--- config.mk ---
export PLATFORM = sky130hd
export DESIGN_NAME = cic_lane_integrator
export DESIGN_NICKNAME = d
export VERILOG_FILES = /design/src/rtl/cicpar_pkg.sv /design/src/rtl/cicpar_ctrl.sv /design/src/rtl/cicpar_level.sv /design/src/rtl/cicpar_datapath.sv /design/src/rtl/cic_lane_integrator.sv
export SDC_FILE = /design/constraint.sdc
export NUM_CORES = 2
export LEC_CHECK = 0
export CAP_MARGIN = 10
export CORE_ASPECT_RATIO = 1.75
export CORE_MARGIN = 2
export CORE_UTILIZATION = 40
export DETAILED_ROUTE_END_ITERATION = 7
export DONT_BUFFER_PORTS = 1
export GPL_ROUTABILITY_DRIVEN = 0
export PLACE_DENSITY = 0.59
export SETUP_SLACK_MARGIN = 0.02
export SYNTH_ARGS = -nofsm -noshare
export SYNTH_HDL_FRONTEND = slang
export SYNTH_SLANG_ARGS = --single-unit
export TNS_END_PERCENT = 20
--- constraint.sdc ---
create_clock -name clk -period 3.4 [get_ports clk]
set_clock_uncertainty 0.05 [all_clocks]
set_input_delay 0.68 -clock clk [delete_from_list [all_inputs] [get_ports clk]]
set_output_delay 0.68 -clock clk [all_outputs]
set_load 0.05 [all_outputs]
--- src/rtl/cicpar_pkg.sv ---
package cicpar_pkg;

  // Strobes handed from control to one register level of the datapath.
  typedef struct packed {
    logic clear;  // synchronous clear of the level
    logic load;   // a valid block enters the level on this edge
  } stepCtrl_t;

  // Number of registered prefix levels needed for a lane count.
  function automatic int prefixLevels(input int lanes);
    return (lanes > 1) ? $clog2(lanes) : 0;
  endfunction

endpackage

--- src/rtl/cicpar_ctrl.sv ---
module cicpar_ctrl
  import cicpar_pkg::*;
#(
  parameter int DEPTH = 9
) (
  input  logic                      clk,
  input  logic                      rst,
  input  logic                      inValid,
  output stepCtrl_t [DEPTH-1:0]     step,
  output logic                      outValid
);

  logic [DEPTH-1:0] validPipe;

  always_ff @(posedge clk) begin
    if (rst) begin
      validPipe <= '0;
    end else begin
      validPipe <= {validPipe[DEPTH-2:0], inValid};
    end
  end

  always_comb begin
    for (int t = 0; t < DEPTH; t++) begin
      step[t].clear = rst;
      step[t].load  = (t == 0) ? inValid : validPipe[(t == 0) ? 0 : t - 1];
    end
  end

  assign outValid = validPipe[DEPTH-1];

  // A block can only leave if one entered the level before the last.
  AST_OUT_NEEDS_ENTRY: assert property (@(posedge clk) disable iff (rst)
    outValid |-> $past(step[DEPTH-1].load));

endmodule

--- src/rtl/cicpar_level.sv ---
module cicpar_level
  import cicpar_pkg::*;
#(
  parameter int LANES  = 4,
  parameter int ACC_W  = 28,
  parameter int STRIDE = 1,
  parameter bit ACCUM  = 1'b0
) (
  input  logic                     clk,
  input  stepCtrl_t                ctl,
  input  logic [LANES*ACC_W-1:0]   dIn,
  output logic [LANES*ACC_W-1:0]   dOut
);

  localparam int TOP_LSB = (LANES - 1) * ACC_W;

  generate
    if (ACCUM) begin : g_acc
      // Running total of all earlier blocks of this stage.
      logic [ACC_W-1:0] carry;

      always_ff @(posedge clk) begin
        if (ctl.clear) begin
          carry <= '0;
          dOut  <= '0;
        end else if (ctl.load) begin
          for (int k = 0; k < LANES; k++) begin
            dOut[k*ACC_W +: ACC_W] <= carry + dIn[k*ACC_W +: ACC_W];
          end
          carry <= carry + dIn[TOP_LSB +: ACC_W];
        end
      end

      AST_CARRY_HOLD: assert property (@(posedge clk) disable iff (ctl.clear)
        !ctl.load |=> $stable(carry));

      AST_CARRY_IS_LAST: assert property (@(posedge clk) disable iff (ctl.clear)
        carry == dOut[TOP_LSB +: ACC_W]);
    end else begin : g_pre
      always_ff @(posedge clk) begin
        if (ctl.clear) begin
          dOut <= '0;
        end else if (ctl.load) begin
          for (int k = 0; k < LANES; k++) begin
            if (k >= STRIDE) begin
              dOut[k*ACC_W +: ACC_W] <= dIn[k*ACC_W +: ACC_W]
                                      + dIn[(k - STRIDE)*ACC_W +: ACC_W];
            end else begin
              dOut[k*ACC_W +: ACC_W] <= dIn[k*ACC_W +: ACC_W];
            end
          end
        end
      end

      AST_LANE0_PASS: assert property (@(posedge clk) disable iff (ctl.clear)
        ctl.load |=> dOut[ACC_W-1:0] == $past(dIn[ACC_W-1:0]));
    end
  endgenerate

  AST_LEVEL_HOLD: assert property (@(posedge clk) disable iff (ctl.clear)
    !ctl.load |=> $stable(dOut));

endmodule

--- src/rtl/cicpar_datapath.sv ---
module cicpar_datapath
  import cicpar_pkg::*;
#(
  parameter int LANES  = 4,
  parameter int STAGES = 4,
  parameter int IN_W   = 12,
  parameter int ACC_W  = 28,
  parameter int DEPTH  = STAGES * (prefixLevels(LANES) + 1)
) (
  input  logic                      clk,
  input  stepCtrl_t [DEPTH-1:0]     step,
  input  logic [LANES*IN_W-1:0]     inData,
  output logic [LANES*ACC_W-1:0]    outData
);

  localparam int LOGN = prefixLevels(LANES);
  localparam int SPS  = LOGN + 1;  // register levels per stage
  localparam int BUSW = LANES * ACC_W;

  logic [BUSW-1:0] extIn;
  logic [BUSW-1:0] bus [DEPTH];

  // sign-extend every commutated lane to full width.
  always_comb begin
    for (int k = 0; k < LANES; k++) begin
      extIn[k*ACC_W +: ACC_W] = ACC_W'($signed(inData[k*IN_W +: IN_W]));
    end
  end

  genvar s, l;
  generate
    for (s = 0; s < STAGES; s++) begin : g_stage
      for (l = 0; l <= LOGN; l++) begin : g_level
        localparam int T = s * SPS + l;
        logic [BUSW-1:0] levelIn;
        if (T == 0) begin : g_first
          assign levelIn = extIn;
        end else begin : g_chain
          assign levelIn = bus[(T == 0) ? 0 : T - 1];
        end
        cicpar_level #(
          .LANES (LANES),
          .ACC_W (ACC_W),
          .STRIDE(1 << l),
          .ACCUM (l == LOGN)
        ) u_level (
          .clk (clk),
          .ctl (step[T]),
          .dIn (levelIn),
          .dOut(bus[T])
        );
      end
    end
  endgenerate

  assign outData = bus[DEPTH-1];

endmodule

--- src/rtl/cic_lane_integrator.sv ---
module cic_lane_integrator
  import cicpar_pkg::*;
#(
  parameter int LANES  = 4,
  parameter int STAGES = 4,
  parameter int IN_W   = 12,
  parameter int ACC_W  = 28
) (
  input  logic                    clk,
  input  logic                    rst,
  input  logic                    inValid,
  input  logic [LANES*IN_W-1:0]   inData,
  output logic                    outValid,
  output logic [LANES*ACC_W-1:0]  outData
);

  localparam int LATENCY = STAGES * (prefixLevels(LANES) + 1);

  stepCtrl_t [LATENCY-1:0] step;

  cicpar_ctrl #(
    .DEPTH(LATENCY)
  ) u_ctrl (
    .clk     (clk),
    .rst     (rst),
    .inValid (inValid),
    .step    (step),
    .outValid(outValid)
  );

  cicpar_datapath #(
    .LANES (LANES),
    .STAGES(STAGES),
    .IN_W  (IN_W),
    .ACC_W (ACC_W),
    .DEPTH (LATENCY)
  ) u_dp (
    .clk    (clk),
    .step   (step),
    .inData (inData),
    .outData(outData)
  );

  AST_OUT_STABLE: assert property (@(posedge clk) disable iff (rst)
    !outValid |-> $stable(outData));

  AST_RESET_IDLE: assert property (@(posedge clk)
    $past(rst) |-> !outValid);

endmodule

==> Word level (Yosys, flattened, before mapping) <==
Index checks and enable logic that the tools add are counted.
{ "word_totals": {"regBits": 1453, "in_bits": 51, "out_inout_bits": 113} }
{ "op_classes": {"n_addsub": 36} }
{ "ops": {"columns": ["operator", "n"], "rows": [
  ["$add A28 B28 Y28", 33],
  ["$add A12 B12 Y13", 3]
]} }

==> Logic depth before layout (Yosys ltp) <==
{ "depth": {"depth_word": 1, "depth_mapped": 12, "depth_no_buf": 12} }

==> Cells and area by module <==
Synthesis repeated with hierarchy kept, for this count alone.
{ "unflattened": {"hier_cells": 11600, "area_unflattened_um2": 96912.9} }
{ "by_module_without_submodules": {"columns": ["mod", "n_inst", "cells_per_inst", "area_per_inst_um2", "seq_area_each_um2"], "rows": [
  ["cicpar_level at u_dp.g_stage[1].g_level[2].u_level ...", 3, 1189, 9476.6, 2242.2],
  ["cicpar_level at u_dp.g_stage[2].g_level[0].u_level ...", 2, 912, 7786.2, 2242.2],
  ["cicpar_level at u_dp.g_stage[2].g_level[1].u_level ...", 2, 792, 6861.6, 2242.2],
  ["cicpar_level at u_dp.g_stage[0].g_level[2].u_level", 1, 1073, 8944.8, 2242.2],
  ["cicpar_level at u_dp.g_stage[0].g_level[0].u_level", 1, 993, 8306.7, 2242.2],
  ["cicpar_level at u_dp.g_stage[1].g_level[0].u_level", 1, 973, 8071.5, 2242.2],
  ["cicpar_level at u_dp.g_stage[0].g_level[1].u_level", 1, 795, 6809.0, 2242.2],
  ["cicpar_level at u_dp.g_stage[1].g_level[1].u_level", 1, 753, 6591.3, 2242.2],
  ["cicpar_ctrl", 1, 38, 464.2, 240.2]
]} }

==> Least setup slack after synthesis <==
OpenSTA, ideal clock, no wires.
{ "synth_timing": {"kind": "flip-flop to flip-flop", "startpoint": "register u_dp.g_stage[3].g_level[2].u_level.dOut[84] (netlist name)", "endpoint": "register u_dp.g_stage[3].g_level[2].u_level.dOut[26]", "setup_time_ps": 122, "arrival_ps": 3335, "slack_ps": -107, "stages_incl_launch_ff": 13, "n_path_buf": 0, "path_cell_list": "dfxtp_1 ha_1 fa_1 a21oi_1 o21ai_0 a221oi_2 a311oi_1 a211o_1 a221oi_2 o21ai_0 a21o_1 nor4b_1 a311o_1"} }
{ "synth_rtl": {"columns": ["element", "line_no", "rtl"], "rows": [
  ["to (signal, indexed assignment)", "cicpar_level.sv:28", "dOut[k*ACC_W +: ACC_W] <= carry + dIn[k*ACC_W +: ACC_W];"],
  ["to (decl)", "cicpar_level.sv:12", "output logic [LANES*ACC_W-1:0] dOut"]
]} }

==> results.py <==
metrics = {
    "power_and_ir_drop": {
        "p_leak_nw": 42.4,
        "p_per_area_nw_per_um2": 352,
        "ir_worst_vdd_mv": 0.389,
        "finalPower_mw": 33.7,
    },
    "worst_setup_path": {
        "path_class": "flip-flop to flip-flop",
        "end_kind": "flip-flop",
        "required_ps": 4070,
        "critical-path-slowest-cell": "or3b_4",
        "cp_max_fo": 4,
        "critPathArrivalTime_ps": 4050,
        "critPathMaxStageDelay_ps": 400,
        "path_cells": "buf_4 -> ha_1 -> or3_4 -> o221ai_1 -> or4b_1 -> or3b_4 -> a21oi_2 -> o21ai_2 -> a41o_1 -> o31a_1 -> o2111a_1 -> nor4_1",
        "startpoint_type": "flip-flop",
    },
    "outcome": {
        "status": "completed",
    },
    "timing": {
        "period_share_pct": 99.6,
        "maxSlewViolCount": 0,
        "fmax_ghz": 0.295,
        "rsz0062_at_grt": "true",
        "setup_violations": 0,
        "hold_viol": 0,
        "min_period_ps": 3390,
        "finalSetupTns_ps": 0,
        "slew_headroom_pct": 28.9,
        "worstMarginPinSlew_ps": 1070,
        "hold_ws_ps": 55.2,
        "worst_slack_ps": 12.3,
    },
    "place": {
        "hpwl_mm": 222,
        "place_area_um2": 89400,
        "port_buffers": 0,
        "place_ws_ps": -214,
        "dp.cells": 12600,
    },
    "floorplanning": {
        "core_um2": 208000,
        "initial_core_util_pct": 40.1,
        "die_y_um": 609,
        "io_pins": 164,
        "core.rowCount": 222,
        "die_x_um": 349,
        "dieArea_um2": 213000,
    },
    "yosys": {
        "synth_warnings": 0,
        "yosysSeqAreaShare_pct": 30.3,
        "synth_top_area_share_pct": 30.3,
        "syn_avg_cell_area_um2": 8.58,
        "synth_cell_type_count": 85,
        "ys.flop_type": "dfxtp_1",
        "syn_nets": 10700,
        "synth_top_area_cell": "dfxtp_1",
        "synth-edff-count": 0,
        "synth_cells": 9739,
        "synth_area_um2": 83600,
        "ys_ff_latch": 1264,
        "yosys-top-cells-area": "dfxtp_1 (30%), ha_1 (13%), mux2i_1 (9.8%)",
        "synthArstFlopShare_pct": 0,
    },
    "detailed_routing": {
        "via_per_inst": 5.75,
        "routed_wl_mm": 287,
        "num_vias": 73900,
        "antenna_left": 0,
        "initialDrtViolationCount": 4266,
        "avgRoutedWirePerCell_um": 22.3,
        "drc": 0,
        "dr.pass1.iters": 6,
    },
    "run": {
        "drv_cap": 0,
    },
    "layout": {
        "nNetsFinal": 11000,
        "fin_area_um2": 95600,
        "layout-drive-gt1-share_pct": 9.28,
        "fin_util_pct": 45.9,
        "area_delta_synth_final_pct": 14.4,
        "layout.cells.non_filler": 12800,
        "nFillCells": 20300,
    },
    "global_route": {
        "grt-ovfl-total": 0,
        "grt_max_degree": 1076,
        "antenna_found_initial": 2,
        "grt_pass1_wl_mm": 423,
        "grt_pass1_vias": 71500,
        "grt_use_total_pct": 25.8,
    },
    "clocking": {
        "cts_buffer_depth": 4,
        "cts_root_buf": "clkbuf_16",
        "clock_latency_ps": 810,
        "cts_max_level": 4,
        "numCtsBuffers": 143,
        "cts_tree": "done",
        "clk_pin_slew_ps": 70,
        "clock_sink_count": 1264,
    },
    "worst_hold_path": {
        "hp-class": "input port to flip-flop",
    },
}
-- placed cells by master, fill, tap and decap left out, types with 20 or more instances in the layout --
master and count:
bufinv_16 20, nor2b_1 83, clkbuf_1 23, o21ai_1 32
buf_4 469, nor4_1 22, dfxtp_1 1233, nand2_1 500
xor2_1 226, a21o_1 427, and4_1 25, clkbuf_8 25
a22o_1 35, o21bai_1 123, o31ai_1 36, nand4_1 68
nand3_1 154, a211o_1 26, inv_1 189, o211ai_1 41
o21a_1 119, a31o_2 22, and3_1 72, a31oi_1 78
nor3_1 136, fa_1 33, o22ai_1 45, or3_1 53
xnor2_1 521, clkinv_2 21, a21oi_2 25, nor2_1 1463
ha_1 897, a21oi_1 783, clkbuf_16 154, nand2b_1 105
a211oi_1 160, mux2i_1 820, o21ai_0 396
-- state kept, by name, indices dropped and copies added (netlist names) --
signal,count
u_ctrl.validPipe,12
u_dp.g_stage.g_level.u_level.dOut,1252
-- routing by layer --
layer | share of wire (%) | global-route usage (%)
met1 | 34 | 24.3
met2 | 50 | 46.5
met3 | 3.2 | 2.43
met4 | 13 | 28.1
met5 | 0 | 0
-- where the power goes --
part | switching, mW | total [mW] | leakage (nW) | internal [mW]
registers | 0.171 | 15.1 | 10.2 | 14.9
clock network | 6.73 | 16.9 | 2.47 | 10.2
logic | 1.02 | 1.64 | 29.7 | 0.628
total | 7.91 | 33.7 | 42.4 | 25.8
-- worst max-delay path: cells and delay by family, from the launching register on --
family	cells	cell delay, ps
AOI/OAI and AO/OA	6	1370
and+or+nand+nor	4	1120
DFF	1	360
adders and majority gates	1	230
buffers and inverters	1	160
-- synth_stat cells, types with 25 or more instances --
| master | instances |
|---|---|
| buf_1 | 71 |
| o211ai_1 | 41 |
| nand3_1 | 154 |
| nor4_1 | 25 |
| clkbuf_1 | 266 |
| a31oi_1 | 85 |
| a211oi_1 | 178 |
| ha_1 | 899 |
| o31ai_1 | 45 |
| nor3_1 | 137 |
| a22o_1 | 35 |
| o22ai_1 | 45 |
| o21bai_1 | 124 |
| o21a_1 | 120 |
| or3_1 | 53 |
| dfxtp_1 | 1264 |
| and3_1 | 72 |
| nand4_1 | 68 |
| nand2b_1 | 105 |
| xor2_1 | 229 |
| and4_1 | 25 |
| o21ai_0 | 424 |
| xnor2_1 | 526 |
| mux2i_1 | 820 |
| a211o_1 | 26 |
| a21o_1 | 427 |
| nor2b_1 | 85 |
| fa_1 | 36 |
| inv_1 | 190 |
| a21oi_1 | 808 |
| nand2_1 | 501 |
| nor2_1 | 1465 |
-- final cells by class --
| class | count | area, um^2 | share of cell area (%) |
|---|---|---|---|
| antenna | 1 | 2.50 | 0.00262 |
| clock buffer | 199 | 4210 | 4.40 |
| clock inverter | 51 | 791 | 0.827 |
| inverter | 195 | 732 | 0.766 |
| multi-input combinational | 7943 | 57000 | 59.6 |
| sequential | 1264 | 25400 | 26.5 |
| tap | 2688 | 3360 | 3.52 |
| timing repair buffer | 506 | 4120 | 4.31 |
-- timing repair --
action,in CTS,in global routing
gates resized for setup,46,153
hold buffers,15,6
pin swaps,6,20
gates cloned,0,3
endpoints found under the hold margin,44,69
endpoints found under the setup margin,40,419
setup buffers,0,1
-- cells by family after synthesis --
logic type,Yosys count,synth area share [%]
DFF,1264,30.3
adders and majority gates,935,14.3
muxes,821,9.84
AOI/OAI and AO/OA,2651,20.5
and+or+nand+nor,2781,14.7
xor gates and xnor gates,755,7.91
buffers and inverters,532,2.39
-- worst paths after layout --
path / from / end / slack [ps] / cells past startpoint
setup / recovery: u_dp.g_stage[3].g_level[2].u_level.dOut[88] / u_dp.g_stage[3].g_level[2].u_level.dOut[83] / 10 / 12
hold / removal: rst / u_ctrl.validPipe[1] / 60 / 1
hold reg to reg: u_dp.g_stage[0].g_level[1].u_level.dOut[108] / u_dp.g_stage[0].g_level[1].u_level.dOut[108] / 400 / 2
setup reg to reg: u_dp.g_stage[3].g_level[2].u_level.dOut[88] / u_dp.g_stage[3].g_level[2].u_level.dOut[83] / 10 / 12
(Power assumes the default switching activity.)
